## src/rtl/flash_cmd_pkg.sv

```systemverilog
package flash_cmd_pkg;
  typedef enum logic [1:0] {RM_ARRAY = 2'd0, RM_IDENT = 2'd1, RM_STATUS = 2'd2, RM_QUERY = 2'd3} rd_mode_e;

  typedef enum logic [3:0] {
    OP_NONE = 4'd0, OP_PROG = 4'd1, OP_ERASE = 4'd2, OP_LOCK = 4'd3, OP_UNLOCK = 4'd4,
    OP_LOCKDN = 4'd5, OP_PREG_PROG = 4'd6, OP_PREG_LOCK = 4'd7, OP_SUSPEND = 4'd8, OP_RESUME = 4'd9
  } op_kind_e;

  typedef enum logic [3:0] {
    ST_IDLE, ST_SET_ERASE, ST_SET_PROG, ST_SET_LOCK, ST_SET_PREG,
    ST_RUN_PROG, ST_RUN_ERASE, ST_RUN_MISC, ST_SUS_PROG, ST_SUS_ERASE
  } cmd_st_e;

  localparam int SR_READY = 7;
  localparam int SR_ESUS  = 6;
  localparam int SR_ERR_E = 5;
  localparam int SR_ERR_P = 4;
  localparam int SR_PSUS  = 2;
  localparam logic [7:0] SR_RESET = 8'h80;

  typedef struct packed {
    logic       rd_sel;
    logic [1:0] rd_mode;
    logic       clr;
    logic       setup_erase;
    logic       setup_prog;
    logic       setup_lock;
    logic       setup_preg;
    logic       suspend;
    logic       confirm;
    logic       lock_ok;
    logic [3:0] lock_kind;
  } cmd_dec_t;
endpackage

```

## src/rtl/flash_cmd_decode.sv

```systemverilog
module flash_cmd_decode
  import flash_cmd_pkg::*;
#(
  parameter int CODE_W = 8
) (
  input  logic [CODE_W-1:0] code,
  output cmd_dec_t          dec
);
  always_comb begin
    dec = '0;
    unique case (code)
      8'hFF: begin dec.rd_sel = 1'b1; dec.rd_mode = RM_ARRAY;  end
      8'h90: begin dec.rd_sel = 1'b1; dec.rd_mode = RM_IDENT;  end
      8'h70: begin dec.rd_sel = 1'b1; dec.rd_mode = RM_STATUS; end
      8'h98: begin dec.rd_sel = 1'b1; dec.rd_mode = RM_QUERY;  end
      8'h50: dec.clr = 1'b1;
      8'h20: dec.setup_erase = 1'b1;
      8'h40, 8'h10: dec.setup_prog = 1'b1;
      8'h60: dec.setup_lock = 1'b1;
      8'hC0: dec.setup_preg = 1'b1;
      8'hB0: dec.suspend = 1'b1;
      default: ;
    endcase
    dec.confirm = (code == 8'hD0);
    // second byte after the lock prefix
    unique case (code)
      8'h01:   begin dec.lock_ok = 1'b1; dec.lock_kind = OP_LOCK;   end
      8'hD0:   begin dec.lock_ok = 1'b1; dec.lock_kind = OP_UNLOCK; end
      8'h2F:   begin dec.lock_ok = 1'b1; dec.lock_kind = OP_LOCKDN; end
      default: dec.lock_kind = OP_NONE;
    endcase
  end
endmodule

```

## src/rtl/flash_status_latch.sv

```systemverilog
module flash_status_latch #(
  parameter int SR_W = 8,
  parameter logic [SR_W-1:0] RST_VAL = '0
) (
  input  logic            clk,
  input  logic            rst,
  input  logic            rd_en,
  input  logic [SR_W-1:0] status_in,
  output logic [SR_W-1:0] status_q
);
  logic rd_q;

  always_ff @(posedge clk) begin
    if (rst) begin
      rd_q     <= 1'b0;
      status_q <= RST_VAL;
    end else begin
      rd_q <= rd_en;
      if (rd_en && !rd_q) status_q <= status_in;
    end
  end

  // value held for the whole read
  p_hold_read_r12: assert property (@(posedge clk) disable iff (rst)
    (rd_en && rd_q) |=> $stable(status_q));
endmodule

```

## src/rtl/flash_cmd_fsm.sv

```systemverilog
module flash_cmd_fsm
  import flash_cmd_pkg::*;
#(
  parameter int ADDR_W = 21,
  parameter int DATA_W = 16,
  parameter logic [ADDR_W-1:0] PREG_LOCK_ADDR = 'h80,
  parameter logic [DATA_W-1:0] PREG_LOCK_DATA = 'hFFFD
) (
  input  logic              clk,
  input  logic              rst,
  input  logic              wr_en,
  input  logic [ADDR_W-1:0] wr_addr,
  input  logic [DATA_W-1:0] wr_data,
  input  logic              rd_en,
  input  logic              eng_done,
  output logic [1:0]        rd_mode,
  output logic              op_req,
  output logic [3:0]        op_kind,
  output logic [ADDR_W-1:0] op_addr,
  output logic [DATA_W-1:0] op_data,
  output logic [7:0]        status_q
);
  localparam int CODE_W = 8;

  cmd_dec_t   dec;
  cmd_st_e    st, st_n;
  logic [1:0] mode_n;
  logic [7:0] sr, sr_n;
  logic       req_n, launch, seq_err;
  logic [3:0] kind_n, launch_kind;
  cmd_st_e    launch_st;

  flash_cmd_decode #(.CODE_W(CODE_W)) u_dec (.code(wr_data[CODE_W-1:0]), .dec(dec));

  flash_status_latch #(.SR_W(8), .RST_VAL(SR_RESET)) u_sts (
    .clk(clk), .rst(rst), .rd_en(rd_en), .status_in(sr), .status_q(status_q)
  );

  always_comb begin
    st_n = st; mode_n = rd_mode; sr_n = sr;
    req_n = 1'b0; kind_n = op_kind;
    launch = 1'b0; launch_kind = OP_NONE; launch_st = ST_IDLE; seq_err = 1'b0;
    case (st)
      ST_IDLE: if (wr_en) begin
        if (dec.rd_sel) mode_n = dec.rd_mode;
        else if (dec.clr) begin sr_n[SR_ERR_E] = 1'b0; sr_n[SR_ERR_P] = 1'b0; end
        else if (dec.setup_erase) begin st_n = ST_SET_ERASE; mode_n = RM_STATUS; end
        else if (dec.setup_prog)  begin st_n = ST_SET_PROG;  mode_n = RM_STATUS; end
        else if (dec.setup_lock)  begin st_n = ST_SET_LOCK;  mode_n = RM_STATUS; end
        else if (dec.setup_preg)  begin st_n = ST_SET_PREG;  mode_n = RM_STATUS; end
      end
      ST_SET_ERASE: if (wr_en) begin
        if (dec.confirm) begin launch = 1'b1; launch_kind = OP_ERASE; launch_st = ST_RUN_ERASE; end
        else seq_err = 1'b1;
      end
      ST_SET_PROG: if (wr_en) begin
        launch = 1'b1; launch_kind = OP_PROG; launch_st = ST_RUN_PROG;
      end
      ST_SET_LOCK: if (wr_en) begin
        if (dec.lock_ok) begin launch = 1'b1; launch_kind = dec.lock_kind; launch_st = ST_RUN_MISC; end
        else seq_err = 1'b1;
      end
      ST_SET_PREG: if (wr_en) begin
        launch = 1'b1; launch_st = ST_RUN_MISC;
        launch_kind = (wr_addr == PREG_LOCK_ADDR && wr_data == PREG_LOCK_DATA) ? OP_PREG_LOCK : OP_PREG_PROG;
      end
      ST_RUN_PROG, ST_RUN_ERASE: begin
        if (eng_done) begin sr_n[SR_READY] = 1'b1; st_n = ST_IDLE; end
        else if (wr_en && dec.suspend) begin
          req_n = 1'b1; kind_n = OP_SUSPEND; sr_n[SR_READY] = 1'b1; mode_n = RM_STATUS;
          if (st == ST_RUN_PROG) begin sr_n[SR_PSUS] = 1'b1; st_n = ST_SUS_PROG; end
          else begin sr_n[SR_ESUS] = 1'b1; st_n = ST_SUS_ERASE; end
        end
      end
      ST_RUN_MISC: if (eng_done) begin sr_n[SR_READY] = 1'b1; st_n = ST_IDLE; end
      ST_SUS_PROG, ST_SUS_ERASE: if (wr_en) begin
        if (dec.rd_sel) mode_n = dec.rd_mode;
        else if (dec.confirm) begin
          req_n = 1'b1; kind_n = OP_RESUME; sr_n[SR_READY] = 1'b0; mode_n = RM_STATUS;
          if (st == ST_SUS_PROG) begin sr_n[SR_PSUS] = 1'b0; st_n = ST_RUN_PROG; end
          else begin sr_n[SR_ESUS] = 1'b0; st_n = ST_RUN_ERASE; end
        end
      end
      default: st_n = ST_IDLE;
    endcase
    if (launch) begin
      req_n = 1'b1; kind_n = launch_kind; st_n = launch_st;
      sr_n[SR_READY] = 1'b0; mode_n = RM_STATUS;
    end
    if (seq_err) begin
      sr_n[SR_ERR_E] = 1'b1; sr_n[SR_ERR_P] = 1'b1; st_n = ST_IDLE; mode_n = RM_STATUS;
    end
  end

  always_ff @(posedge clk) begin
    if (rst) begin
      st <= ST_IDLE; rd_mode <= RM_ARRAY; sr <= SR_RESET;
      op_req <= 1'b0; op_kind <= OP_NONE; op_addr <= '0; op_data <= '0;
    end else begin
      st <= st_n; rd_mode <= mode_n; sr <= sr_n;
      op_req <= req_n; op_kind <= kind_n;
      if (req_n) begin op_addr <= wr_addr; op_data <= wr_data; end
    end
  end

  // an operation in progress never reports ready
  p_busy_not_ready_r3: assert property (@(posedge clk) disable iff (rst)
    (st == ST_RUN_PROG || st == ST_RUN_ERASE || st == ST_RUN_MISC) |-> !sr[SR_READY]);
  // bad confirm after the erase prefix
  p_seq_err_r7: assert property (@(posedge clk) disable iff (rst)
    (st == ST_SET_ERASE && wr_en && wr_data[7:0] != 8'hD0) |=> (sr[SR_ERR_E] && sr[SR_ERR_P] && rd_mode == RM_STATUS && !op_req));
  // lock/protection operations cannot be suspended
  p_misc_no_req_r8: assert property (@(posedge clk) disable iff (rst)
    (st == ST_RUN_MISC) |=> !op_req);
  // suspend of a program
  p_prog_susp_r9: assert property (@(posedge clk) disable iff (rst)
    (st == ST_RUN_PROG && wr_en && wr_data[7:0] == 8'hB0 && !eng_done) |=> (sr[SR_PSUS] && sr[SR_READY] && op_req));
  // done returns to idle with ready set
  p_done_ready_r11: assert property (@(posedge clk) disable iff (rst)
    ((st == ST_RUN_PROG || st == ST_RUN_ERASE || st == ST_RUN_MISC) && eng_done) |=> (sr[SR_READY] && st == ST_IDLE));
endmodule

```

## config.mk

```make
export PLATFORM = sky130hd
export DESIGN_NAME = flash_cmd_fsm
export DESIGN_NICKNAME = d
export VERILOG_FILES = /design/src/rtl/flash_cmd_pkg.sv /design/src/rtl/flash_cmd_decode.sv /design/src/rtl/flash_status_latch.sv /design/src/rtl/flash_cmd_fsm.sv
export SDC_FILE = /design/constraint.sdc
export NUM_CORES = 1
export LEC_CHECK = 0
export BUFFER_PORTS_ARGS = -buffer_cell sky130_fd_sc_hd__buf_2
export CAP_MARGIN = 25
export CORE_ASPECT_RATIO = 0.7
export CORE_MARGIN = 8
export CORE_UTILIZATION = 55
export DETAILED_ROUTE_END_ITERATION = 10
export HOLD_SLACK_MARGIN = 0.12
export PLACE_DENSITY = 0.85
export REMOVE_ABC_BUFFERS = 1
export SETUP_SLACK_MARGIN = 0.3
export SYNTH_ARGS = -nofsm -noshare
export SYNTH_HDL_FRONTEND = slang
export SYNTH_SLANG_ARGS = --single-unit
```

## constraint.sdc

```tcl
create_clock -name clk -period 5.7 [get_ports clk]
set_input_delay 1.14 -clock clk [delete_from_list [all_inputs] [get_ports clk]]
set_output_delay 1.14 -clock clk [all_outputs]
set_load 0.02 [all_outputs]
```

# Word-level counts from Yosys, hierarchy flattened
# Cells that the tools add are included.
op_classes:
  mux: 105
  n_eq_ne: 58
  reduce_logical: 29
ops:
  columns: ["op", "count"]
  rows:
  - ["$mux W4", 22]
  - ["$mux W2", 26]
  - ["$eq A8 B8 Y1 const B", 6]
  - ["$mux W1", 37]
  - ["$ne A3 B3 Y1 const B", 11]
  - ["$eq A8 B7 Y1 const B", 4]
  - ["$reduce_and A8 Y1", 4]
  - ["$pmux W3 S4", 2]
  - ["$eq A21 B8 Y1 const B", 1]
  - ["$mux W3", 7]
  - ["$ne A2 B2 Y1 const B", 10]
  - ["$ne A4 B4 Y1 const B", 5]
  - ["$pmux W4 S5", 1]
  - ["$eq A16 B16 Y1 const B", 1]
  - ["$eq A4 B3 Y1 const B", 4]
  - ["$eq A8 B6 Y1 const B", 2]
  - ["$pmux W4 S4", 1]
  - ["$ne A6 B6 Y1 const B", 2]
  - ["$reduce_and A6 Y1", 2]
  - ["$ne A5 B5 Y1 const B", 2]
  - ["$reduce_and A10 Y1", 1]
  - ["$reduce_or A2 Y1", 5]
  - ["$pmux W3 S3", 1]
  - ["$eq A4 B2 Y1 const B", 2]
  - ["other kinds (20)", 33]
word_totals:
  out_inout_bits: 52
  input_bits: 42
  ff_bits: 59
  elab_cells: 205

# Logic depth before layout (Yosys ltp)
# Gate-level depths: netlist of the first run.
logic_depth:
  ltp_word: 12
  mapped_depth: 9
  depth_no_buf: 6

# Modules after synthesis
# From an unflattened synthesis of the first run, not the netlist that was laid out.
hier_totals:
  hier_cells: 393
  area_unflattened_um2: 3090.5
by_module_without_submodules:
  columns: ["module", "n_inst", "area_per_inst_um2", "cells_each", "seq_area_each_um2"]
  rows:
  - ["flash_cmd_fsm", 1, 2494.9, 321, 1041.0]
  - ["flash_status_latch", 1, 379.1, 37, 180.2]
  - ["flash_cmd_decode", 1, 216.5, 35, 0.0]

# Worst setup path after synthesis of the first run
# Ideal clock, no wire load.
synth_path:
  path_kind: "in2reg"
  startpoint: "in wr_data[1]"
  endpoint: "reg st[0]"
  setup_slack_ps: 2780
  cell_stages: 7
  n_path_buf: 1
  required_ps: 5577
  arrival_ps: 2797
  setup_time_ps: 123
  cell_sequence: "buf_6 -> or4b_4 -> or3_4 -> a221oi_2 -> nand3_1 -> nor4_1 -> nor3_1"
synth_between:
  elab_chain_len: 10
  elab_cells_between_ends: 58
  classes_between: "eq/ne (24); mux (29); reduce/logical (5)"
synth_lines:
  columns: ["element", "line", "text"]
  rows:
  - ["start, declared", "flash_cmd_fsm.sv:13", "input logic [DATA_W-1:0] wr_data,"]
  - ["$eq A8 B7 Y1 / $eq A8 B5 Y1 (equally long branches)", "flash_cmd_decode.sv:11", "unique case (code)"]
  - ["$mux W1 / $reduce_or A2 Y1 (equally long branches)", "flash_cmd_decode.sv:11", null]
  - ["$mux W4 / $mux W1 (equally long branches)", "flash_cmd_fsm.sv:49, flash_cmd_decode.sv:11", null]
  - ["$mux W4", "flash_cmd_fsm.sv:48", "else if (dec.setup_prog) begin st_n = ST_SET_PROG; mode_n = RM_STATUS; end"]
  - ["$mux W4", "flash_cmd_fsm.sv:47", "else if (dec.setup_erase) begin st_n = ST_SET_ERASE; mode_n = RM_STATUS; end"]
  - ["$mux W4", "flash_cmd_fsm.sv:46", "else if (dec.clr) begin sr_n[SR_ERR_E] = 1'b0; sr_n[SR_ERR_P] = 1'b0; end"]
  - ["$mux W4", "flash_cmd_fsm.sv:45", "if (dec.rd_sel) mode_n = dec.rd_mode;"]
  - ["$mux W4", "flash_cmd_fsm.sv:44", "ST_IDLE: if (wr_en) begin"]
  - ["$pmux W4 S5", "flash_cmd_fsm.sv:43", "case (st)"]
  - ["$mux W4", "flash_cmd_fsm.sv:86", "if (launch) begin"]
  - ["end signal, assigned", "flash_cmd_fsm.sv:100", "st <= st_n; rd_mode <= mode_n; sr <= sr_n;"]
  - ["end, declared", "flash_cmd_fsm.sv:26", "cmd_st_e st, st_n;"]
# Parallel ways exist; a longest one is shown, timed or not. The select of a mux whose other input is x is not followed.
# A chain may end at the register's enable or synchronous reset.

# Worst setup path in the final report of the first run
layout_path:
  startpoint: "in wr_en"
  endpoint: "reg op_addr[5]"
layout_between:
  elab_chain_len: 5
  elab_cells_between_ends: 10
  classes_between: "mux (9); reduce/logical (1)"
layout_lines:
  columns: ["element", "line", "text"]
  rows:
  - ["start, declared", "flash_cmd_fsm.sv:11", "input logic wr_en,"]
  - ["$logic_and A1 B1 Y1", "flash_cmd_fsm.sv:69", "else if (wr_en && dec.suspend) begin"]
  - ["$mux W1", "flash_cmd_fsm.sv:69", null]
  - ["$mux W1", "flash_cmd_fsm.sv:68", "if (eng_done) begin sr_n[SR_READY] = 1'b1; st_n = ST_IDLE; end"]
  - ["$pmux W1 S2", "flash_cmd_fsm.sv:43", null]
  - ["$mux W1 *", "flash_cmd_fsm.sv:86", null]
  - ["end signal, assigned", "flash_cmd_fsm.sv:102", "if (req_n) begin op_addr <= wr_addr; op_data <= wr_data; end"]
  - ["end, declared", "flash_cmd_fsm.sv:19", "output logic [ADDR_W-1:0] op_addr,"]
# Every way passes the cells marked *; elsewhere a longest branch is shown, timed or not.

==> results of run 1 <==
[power groups by stage]
| stage | logic (mW) | registers, mW | clock network (mW) |
|---|---|---|---|
| floorplan | 0.0351 | 0.415 | 0 |
| global placement | 0.0754 | 0.415 | 0 |
| detailed placement | 0.0759 | 0.415 | 0 |
| CTS | 0.0767 | 0.406 | 0.488 |
| global route | 0.0848 | 0.406 | 0.508 |
| finish | 0.0782 | 0.406 | 0.482 |
[critical path, cell delays in order]
cell,delay (ns)
sky130_fd_sc_hd__buf_2,0.22
sky130_fd_sc_hd__inv_1,0.15
sky130_fd_sc_hd__a2111oi_1,0.81
sky130_fd_sc_hd__o31a_2,0.79
sky130_fd_sc_hd__o21ai_0,0.23
sky130_fd_sc_hd__a21oi_1,0.17
[cell families after synthesis]
logic type | Yosys count | synth area share [%]
mux | 7 | 2.319
buf+inv | 43 | 7.536
other cells | 1 | 0.1241
compound gates | 120 | 24.14
simple gates | 147 | 27.54
flops | 57 | 37.76
xor+xnor | 2 | 0.5798
[state kept, by name, summed over array words and instances, names as in the netlist]
register	flops
st	4
op_kind	4
u_sts.status_q	4
op_req	1
op_addr	21
sr	4
u_sts.rd_q	1
op_data	16
rd_mode	2
[layer usage]
layer  track usage, %  wire (um)
met3            7.667        886
met5                0          0
met1            27.14       3891
met4            5.957         87
met2            35.34       4270
[cells in the final DEF (no fill, tap or decap), drive strengths merged, types with 2 or more instances in the layout]
cell type	netlist	layout
and2b	2	2
nor2	25	25
mux2i	7	7
nor2b	3	3
nand2b	7	7
a21oi	47	47
nand3	40	40
or4	6	6
nor3	15	15
nand2	13	13
or3	4	4
o22ai	2	2
a211oi	5	5
nor4	8	8
a2111oi	3	3
inv	5	5
nand4b	2	2
a311oi	3	3
dfxtp	57	57
nand4	5	5
o31ai	4	4
nor4bb	2	2
clkbuf	17	12
bufinv	0	3
buf	21	94
nor4b	3	3
conb	1	3
o21ai	41	41
o21a	2	2
and3	4	4
a221oi	2	2
[through the flow]
step	hold WS [ns]	area (um2)	power [mW]	std cells	utilization, %
after floorplan	0.4429	2820	0.4503	341	-
after global routing	0.4765	3671	0.9991	523	69.82
after global placement	0.4461	3408	0.4903	507	64.83
final	0.4590	3671	0.9668	523	69.82
after CTS	0.4611	3671	0.9704	523	69.82
after detailed placement	0.4526	3408	0.4908	507	64.83
[cell type report]
class,count,area [um2]
Sequential cell,57,1141
Timing Repair Buffer,94,480.5
Multi-Input combinational cell,279,1678
Clock buffer,12,165.2
Inverter,5,18.77
Tap cell,72,90.09
Clock inverter,4,97.59
Fill cell,432,1587
[worst max path at each step]
stage	from	endpoint	slack, ns	depth (start not counted)
global route	wr_data[3]	op_addr[17]	2.25	7
detailed placement	wr_data[3]	op_addr[12]	2.17	7
global placement	wr_data[7]	op_data[9]	2.19	6
CTS	wr_data[3]	op_addr[11]	2.52	7
finish	wr_en	op_addr[5]	2.45	6
floorplan	wr_data[0]	op_kind[1]	1.30	6
==> impl_metrics.env, run 1 <==
export IMPL_postSynth_topFlopCell="sky130_fd_sc_hd__dfxtp_1"
export IMPL_post_synth_instance_area_mm2=0.003022
export IMPL_post_cts_setup_buffers=0
export IMPL_synth_edf_count=0
export IMPL_route_antenna_remaining_nets=0
export IMPL_startpoint_type="input port"
export IMPL_setup_ws_ns=2.449
export IMPL_cts_path_max_buffers=2
export IMPL_timing_max_transition_violations_final=0
export IMPL_globalRouteTotalUtil_pct=21.83
export IMPL_place_worst_setup_slack_ns=2.173
export IMPL_comb_power_share_pct=8.1
export IMPL_synthCells=377
export IMPL_hp_class="reg -> reg"
export IMPL_area_growth_pct=21.49
export IMPL_ctsHtreeMaxLevel=3
export IMPL_min_to="op_data[15]"
export IMPL_drv_cap=0
export IMPL_synth_sequential_area_ratio_pct=37.76
export IMPL_worst_hold_path_num_cells=2
export IMPL_drc_errors=0
export IMPL_worst_r2r_setup_slack_ns=2.56
export IMPL_clockRootBuffer="sky130_fd_sc_hd__clkbuf_8"
export IMPL_clock_sink_count=57
export IMPL_place_hpwl_um=6474
export IMPL_p_per_area_mw_per_mm2=263.4
export IMPL_critical_path_class="in -> reg"
export IMPL_clkPwrFrac_pct=49.9
export IMPL_ys_types=63
export IMPL_initialDrtViolationCount=340
export IMPL_tightest_slew_ns=0.9783
export IMPL_die_width_um=104.6
export IMPL_hold_start="op_data[15]"
export IMPL_synth_top_cells_by_count="sky130_fd_sc_hd__dfxtp_1, sky130_fd_sc_hd__a21oi_1, sky130_fd_sc_hd__nand3_1, sky130_fd_sc_hd__o21ai_0, sky130_fd_sc_hd__nor2_1"
export IMPL_die_area_mm2=0.008160
export IMPL_avgSynthCellArea_um2=8.015
export IMPL_core_region_area_mm2=0.005258
export IMPL_postCtsResizedCells=0
export IMPL_core_rowCount=22
export IMPL_required_ns=5.96
export IMPL_worst_ir_drop_vdd_v=0.0001944
export IMPL_max_slew_margin_rel_pct=33.89
export IMPL_grt_max_degree=53
export IMPL_netSwitchingFraction_pct=21.63
export IMPL_total_leakage_power_nw=1.422
export IMPL_fmax_mhz=307.6
export IMPL_internal_power_mw=0.7576
export IMPL_routed_wire_length_per_instance_um=17.47
export IMPL_dr_total_vias=3239
export IMPL_cp_arrival_ns=3.51
export IMPL_global_route_wire_length_before_repair_um=15060
export IMPL_antenna_found_initial=0
export IMPL_floorplan_die_height_um=78.02
export IMPL_finalWorstPathRequiredPeriod_ns=3.251
export IMPL_synth_async_reset_ratio_pct=0
export IMPL_fraction_of_final_layout_cells_with_drive_strength_greater_than_1_pct=28.38
export IMPL_worst_skew_late_latency_ns=0.33
export IMPL_fin_skew_ns=0.004200
export IMPL_drt_pass1_iter_count=5
export IMPL_ys_ff_latch=57
export IMPL_synth_most_common_cell="sky130_fd_sc_hd__dfxtp_1"
export IMPL_clk_transition_reported_paths_ns=0.07
export IMPL_viasPerCell=6.193
export IMPL_routabilityCongestion=0.9507
export IMPL_initial_utilization_pct=57.47
export IMPL_critical_path_reg2reg_endpoint="op_addr[5]"
export IMPL_setup_worst_path_end_class="register"
export IMPL_cts_made_buffers=9
export IMPL_numPortBuffers=90
export IMPL_yosys_warnings=0
export IMPL_grt_overflow_total=0
export IMPL_final_net_count=488
export IMPL_run_status="complete, no violations"
export IMPL_power_sequential_fraction_pct=42.0
export IMPL_via_count_of_the_first_global_routing_pass=3093
export IMPL_r2r_start="st[1]"
export IMPL_final_period_utilization_pct=57.04
export IMPL_cts_tree="done"
export IMPL_synthTopCellsByArea="sky130_fd_sc_hd__dfxtp_1, sky130_fd_sc_hd__a21oi_1, sky130_fd_sc_hd__nand3_1"
export IMPL_cts_hold_buffers=0
export IMPL_num_antenna_cells=0
export IMPL_num_io_pins=94
export IMPL_worst_reg2reg_path_depth=5
export IMPL_hold_violations=0
export IMPL_rsz_0062_raised_after_global_routing="no"
export IMPL_critPathMaxFanout=42
export IMPL_synth_top_cell_by_area="sky130_fd_sc_hd__dfxtp_1"
export IMPL_setup_tns_ns=0
export IMPL_setup_violations_final=0
export IMPL_area_share_of_the_largest_cell_type_after_synthesis_pct=37.76
export IMPL_postRouteWirelength_um=9136
export IMPL_p_switching_mw=0.2091
No activity file was read; power rests on OpenSTA's default activity.
==> run 2: changes to the inputs <==
--- a/config.mk
+++ b/config.mk
@@ -9,10 +9,10 @@
 export CAP_MARGIN = 25
 export CORE_ASPECT_RATIO = 0.7
 export CORE_MARGIN = 8
-export CORE_UTILIZATION = 55
+export CORE_UTILIZATION = 46
 export DETAILED_ROUTE_END_ITERATION = 10
 export HOLD_SLACK_MARGIN = 0.12
-export PLACE_DENSITY = 0.85
+export PLACE_DENSITY = 0.76
 export REMOVE_ABC_BUFFERS = 1
 export SETUP_SLACK_MARGIN = 0.3
 export SYNTH_ARGS = -nofsm -noshare
==> constraint.sdc (replaced) <==
create_clock -name clk -period 2.75 [get_ports clk]
set_input_delay 0.55 -clock clk [delete_from_list [all_inputs] [get_ports clk]]
set_output_delay 0.55 -clock clk [all_outputs]
set_load 0.02 [all_outputs]
==> run 2 against run 1 <==
Against the previous run: die area is 16% higher; largest cell class unchanged; count of clock-buffer cells in the layout stayed put; cell count is 2.9% higher; wire length is 4.2% higher; via count is 0.68% higher.
==> impl_metrics.env, run 2 (same netlist as run 1, synthesis figures left out) <==
export IMPL_most_common_cell_after_layout_fill_and_taps_aside="sky130_fd_sc_hd__buf_2"
export IMPL_slowest_delay_ns=0.54
export IMPL_place_area_mm2=0.003521
export IMPL_die_area_mm2=0.009460
export IMPL_setup_tns_ns=0
export IMPL_critPathMaxFanout=13
export IMPL_fmax_mhz=434.3
export IMPL_layout_cells_most_common_list="sky130_fd_sc_hd__buf_2, sky130_fd_sc_hd__dfxtp_1, sky130_fd_sc_hd__a21oi_1, sky130_fd_sc_hd__nand3_1, sky130_fd_sc_hd__o21ai_0"
export IMPL_floorplan_die_height_um=83.81
export IMPL_routabilityCongestion=0.9390
export IMPL_area_growth_pct=23.69
export IMPL_routed_wire_length_per_instance_um=17.69
export IMPL_setup_violations_final=0
export IMPL_hold_violations=0
export IMPL_timing_max_transition_violations_final=0
export IMPL_postRouteWirelength_um=9516
export IMPL_setup_worst_path_end_class="register"
export IMPL_ctsHtreeMaxLevel=3
export IMPL_grt_max_degree=43
export IMPL_clk_transition_reported_paths_ns=0.07
export IMPL_overall_power_of_the_completed_layout_mw=1.853
export IMPL_timing_critical_path_slowest_stage_cell="sky130_fd_sc_hd__or4b_4"
export IMPL_cp_cell_sequence="buf_2 -> or4b_4 -> or3_4 -> a221oi_2 -> nand3_1 -> nor4_1 -> nor3_1"
export IMPL_cts_made_buffers=9
export IMPL_initialDrtViolationCount=307
export IMPL_drc_errors=0
export IMPL_dr_total_vias=3261
export IMPL_num_antenna_cells=0
export IMPL_hp_class="in -> reg"
export IMPL_fin_skew_ns=0.008385
export IMPL_viasPerCell=6.061
export IMPL_core_region_area_mm2=0.006276
export IMPL_critical_path_class="in -> reg"
export IMPL_numPortBuffers=90
export IMPL_worst_ir_drop_vdd_v=0.0003332
export IMPL_cts_tree="done"
export IMPL_cp_num_buf_inv=1
export IMPL_number_of_flip_flops_in_the_largest_register=21
export IMPL_global_route_wire_length_before_repair_um=15200
export IMPL_clockRootBuffer="sky130_fd_sc_hd__clkbuf_8"
export IMPL_worst_skew_late_latency_ns=0.35
export IMPL_rsz_0062_raised_after_global_routing="no"
export IMPL_cts_path_max_buffers=2
export IMPL_finalWorstPathRequiredPeriod_ns=2.302
export IMPL_max_slew_margin_rel_pct=65.94
export IMPL_total_leakage_power_nw=1.461
export IMPL_cp_arrival_ns=2.53
export IMPL_reg_top3="op_addr: 21 flops, op_data: 16 flops"
export IMPL_drv_cap=0
export IMPL_max_flop_register="op_addr"
export IMPL_tightest_slew_ns=0.5102
export IMPL_initial_utilization_pct=48.15
export IMPL_route_antenna_remaining_nets=0
export IMPL_final_net_count=497
export IMPL_grt_overflow_total=0
export IMPL_globalRouteTotalUtil_pct=19.56
export IMPL_fraction_of_final_layout_cells_with_drive_strength_greater_than_1_pct=30.00
export IMPL_final_period_utilization_pct=83.72
export IMPL_core_rowCount=24
export IMPL_drt_pass1_iter_count=5
export IMPL_die_width_um=112.9
export IMPL_num_io_pins=94
export IMPL_required_ns=2.98
export IMPL_clock_sink_count=57
export IMPL_cpLargestDelayFamily="simple AND/OR/NAND/NOR gates"
export IMPL_final_cell_area_mm2=0.003737
export IMPL_antenna_found_initial=0
export IMPL_via_count_of_the_first_global_routing_pass=3053
export IMPL_fill_cells=596
export IMPL_p_per_area_mw_per_mm2=495.7
export IMPL_post_cts_setup_buffers=0
export IMPL_place_hpwl_um=6958
export IMPL_startpoint_type="input port"
export IMPL_run_status="complete, no violations"
[run 2: worst paths after layout]
path,from,cells past startpoint,to,slack [ns]
min,rd_en,2,u_sts.rd_q,0.43
max,wr_data[7],7,st[0],0.45
max reg2reg,st[1],8,op_data[13],0.46
min reg2reg,op_addr[5],2,op_addr[5],0.46
[run 2: final cells by class]
class / instances / area, um2 / area share, %
clock buffer: 12 / 165.2 / 4.419
multi-input combinational: 279 / 1678 / 44.89
inverter: 5 / 18.77 / 0.5022
clock inverter: 4 / 50.05 / 1.339
sequential: 57 / 1142 / 30.57
timing repair buffer: 103 / 585.6 / 15.67
tap: 78 / 97.59 / 2.611
[run 2: report_power, final]
group	switching (mW)	internal (mW)	total [mW]
clock network	0.353	0.491	0.844
logic	0.103	0.0661	0.169
registers	0.00897	0.832	0.840
[run 2: layer usage]
metal,GRT usage [%],part of all wire (%)
met2,27.95,42
met3,8.382,11
met5,0,0
met1,25.77,46
met4,6.024,1.3
[run 2: stage by stage]
| stage | worst slack (ns) | hold WS [ns] | instances | util (%) |
|---|---|---|---|---|
| 3_5_place_dp | 0.1270 | 0.4535 | 522 | 56.10 |
| 6_report | 0.4476 | 0.4270 | 538 | 59.55 |
| 5_1_grt | 0.3235 | 0.4334 | 538 | 59.55 |
| 3_3_place_gp | 0.1444 | 0.4481 | 522 | 56.10 |
| 4_1_cts | 0.4227 | 0.4151 | 538 | 59.53 |
| 2_1_floorplan | -1.144 | 0.4429 | 341 | - |
[run 2: timing repair]
action	in CTS	in global routing
gates resized for setup	0	1
setup endpoints to repair	0	4
hold buffers	0	0
==> run 3: changes to the inputs <==
--- a/config.mk
+++ b/config.mk
@@ -9,10 +9,10 @@
 export CAP_MARGIN = 25
 export CORE_ASPECT_RATIO = 0.7
 export CORE_MARGIN = 8
-export CORE_UTILIZATION = 46
+export CORE_UTILIZATION = 51
 export DETAILED_ROUTE_END_ITERATION = 10
 export HOLD_SLACK_MARGIN = 0.12
-export PLACE_DENSITY = 0.76
+export PLACE_DENSITY = 0.8
 export REMOVE_ABC_BUFFERS = 1
 export SETUP_SLACK_MARGIN = 0.3
 export SYNTH_ARGS = -nofsm -noshare
==> constraint.sdc (replaced) <==
create_clock -name clk -period 2.4 [get_ports clk]
set_input_delay 0.48 -clock clk [delete_from_list [all_inputs] [get_ports clk]]
set_output_delay 0.48 -clock clk [all_outputs]
set_load 0.02 [all_outputs]
==> run 3 against run 2 <==
Against the previous run: critical path depth is the same; cell area grew 7.9%; sequential cell count is the same; clock skew is essentially flat; critical endpoint unchanged; non-clock buffer count grew 33; highest routed layer unchanged; cell count grew 5.4%; first-iteration DRC count shrank 21%; combinational power grew 36%; sequential share of layout area shrank 2.0 points; utilization grew 11 points; wire length grew 7.9%.
==> impl_metrics.env, run 3 (same netlist as run 1, synthesis figures left out) <==
export IMPL_num_io_pins=94
export IMPL_clock_sink_count=57
export IMPL_final_period_utilization_pct=88.46
export IMPL_numPortBuffers=90
export IMPL_cpLargestDelayFamily="simple AND/OR/NAND/NOR gates"
export IMPL_layout_cells_most_common_list="sky130_fd_sc_hd__buf_2, sky130_fd_sc_hd__dfxtp_1, sky130_fd_sc_hd__a21oi_1, sky130_fd_sc_hd__buf_4, sky130_fd_sc_hd__nand3_1"
export IMPL_max_flop_register="op_addr"
export IMPL_critical_path_class="in -> reg"
export IMPL_setup_tns_ns=0
export IMPL_die_area_mm2=0.008683
export IMPL_routed_wire_length_per_instance_um=18.12
export IMPL_setup_ws_ns=0.2769
export IMPL_cp_cell_sequence="buf_2 -> or4b_4 -> or3_4 -> a221oi_4 -> nand3_2 -> nor4_1 -> nor3_1"
export IMPL_initialDrtViolationCount=243
export IMPL_critPathMaxFanout=7
export IMPL_max_slew_margin_rel_pct=64.71
export IMPL_hp_class="in -> reg"
export IMPL_core_region_area_mm2=0.005727
export IMPL_ctsHtreeMaxLevel=3
export IMPL_floorplan_die_height_um=80.40
export IMPL_fmax_mhz=471.0
export IMPL_via_count_of_the_first_global_routing_pass=3231
export IMPL_worst_hold_slack_ns=0.3810
export IMPL_place_worst_setup_slack_ns=-0.07238
export IMPL_dr_wl_met2_um=4413
export IMPL_fin_skew_ns=0.008196
export IMPL_dr_total_vias=3383
export IMPL_cts_path_max_buffers=2
export IMPL_tightest_slew_ns=0.5292
export IMPL_fill_cells=476
export IMPL_cp_arrival_ns=2.35
export IMPL_area_growth_pct=33.50
export IMPL_m1WireLength_um=4674
export IMPL_grt_max_degree=33
export IMPL_place_hpwl_um=7746
export IMPL_run_status="complete, no violations"
export IMPL_cts_hold_buffers=0
export IMPL_route_antenna_remaining_nets=0
export IMPL_finalWorstPathRequiredPeriod_ns=2.123
export IMPL_num_antenna_cells=0
export IMPL_final_net_count=530
export IMPL_p_per_area_mw_per_mm2=516.8
export IMPL_worst_skew_late_latency_ns=0.35
export IMPL_clk_transition_reported_paths_ns=0.07
export IMPL_required_ns=2.63
export IMPL_setup_violations_final=0
export IMPL_clockRootBuffer="sky130_fd_sc_hd__clkbuf_8"
export IMPL_rsz_0062_raised_after_global_routing="yes"
export IMPL_setup_worst_path_end_class="register"
export IMPL_cp_num_buf_inv=1
export IMPL_startpoint_type="input port"
export IMPL_die_width_um=108
export IMPL_met3_wirelength_um=1062
export IMPL_total_leakage_power_nw=1.619
export IMPL_core_rowCount=23
export IMPL_drc_errors=0
export IMPL_initial_utilization_pct=52.76
export IMPL_worst_ir_drop_vdd_v=0.0004147
export IMPL_dp_cells=551
export IMPL_routabilityCongestion=0.9527
export IMPL_viasPerCell=5.966
export IMPL_worst_r2r_setup_slack_ns=0.32
export IMPL_stdcell_count=567
export IMPL_reg_top3="op_addr: 21 flops, op_data: 16 flops"
export IMPL_most_common_cell_after_layout_fill_and_taps_aside="sky130_fd_sc_hd__buf_2"
export IMPL_globalRouteTotalUtil_pct=23.56
export IMPL_grt_overflow_total=0
export IMPL_cts_made_buffers=9
export IMPL_antenna_found_initial=0
export IMPL_slowest_delay_ns=0.56
export IMPL_routed_top_layer="met4"
export IMPL_cts_tree="done"
export IMPL_global_route_wire_length_before_repair_um=16210
export IMPL_postRouteWirelength_um=10270
export IMPL_timing_max_transition_violations_final=0
export IMPL_fraction_of_final_layout_cells_with_drive_strength_greater_than_1_pct=37.60
export IMPL_overall_power_of_the_completed_layout_mw=2.085
export IMPL_drv_cap=0
export IMPL_drt_pass1_iter_count=6
export IMPL_timing_critical_path_slowest_stage_cell="sky130_fd_sc_hd__or4b_4"
export IMPL_number_of_flip_flops_in_the_largest_register=21
export IMPL_hold_violations=0
[run 3: cell count changes in the layout (fill, tap and decap cells not counted), sizes merged]
cell      change
buf          +33
clkbuf        -2
clkinv        +2
clkinvlp      -1
[run 3: power breakdown]
group	switching (mW)	internal [mW]	total, mW
combinational	0.131	0.0980	0.229
sequential	0.0101	0.951	0.961
clock	0.396	0.499	0.895
total	0.537	1.55	2.08
[run 3: cell type report]
class | instances | area, um2 | area share [%]
tap | 75 | 93.84 | 2.326
multi-input combinational | 279 | 1749 | 43.36
clock buffer | 10 | 137.6 | 3.412
sequential | 57 | 1154 | 28.60
timing repair buffer | 136 | 824.5 | 20.44
inverter | 5 | 18.77 | 0.4653
clock inverter | 5 | 56.30 | 1.396
[run 3: path summary, 6_finish.rpt]
check | startpoint | to | depth (start not counted)
max | wr_data[2] | st[0] | 7
max reg2reg | st[3] | rd_mode[1] | 5
min reg2reg | op_addr[9] | op_addr[9] | 2
min | rd_en | u_sts.rd_q | 2
[run 3: through the flow]
stage	cell area [um2]	utilization, %
floorplan	2820	-
global placement	3745	65.39
detailed placement	3745	65.39
CTS	3963	69.19
global route	4034	70.44
finish	4034	70.44
[run 3: routing by layer]
metal  up-vias  global-route usage (%)
met1      1577                   31.10
met2       163                   34.08
met3        16                   9.353
met4         0                   7.586
met5         -                       0
li1       1627                       -
[run 3: what timing repair did]
| action | in CTS | in global routing |
|---|---|---|
| setup buffers | 1 | 0 |
| gates resized for setup | 7 | 21 |
| pin swaps | 2 | 4 |
| gates cloned | 0 | 0 |
| setup endpoints to repair | 47 | 47 |
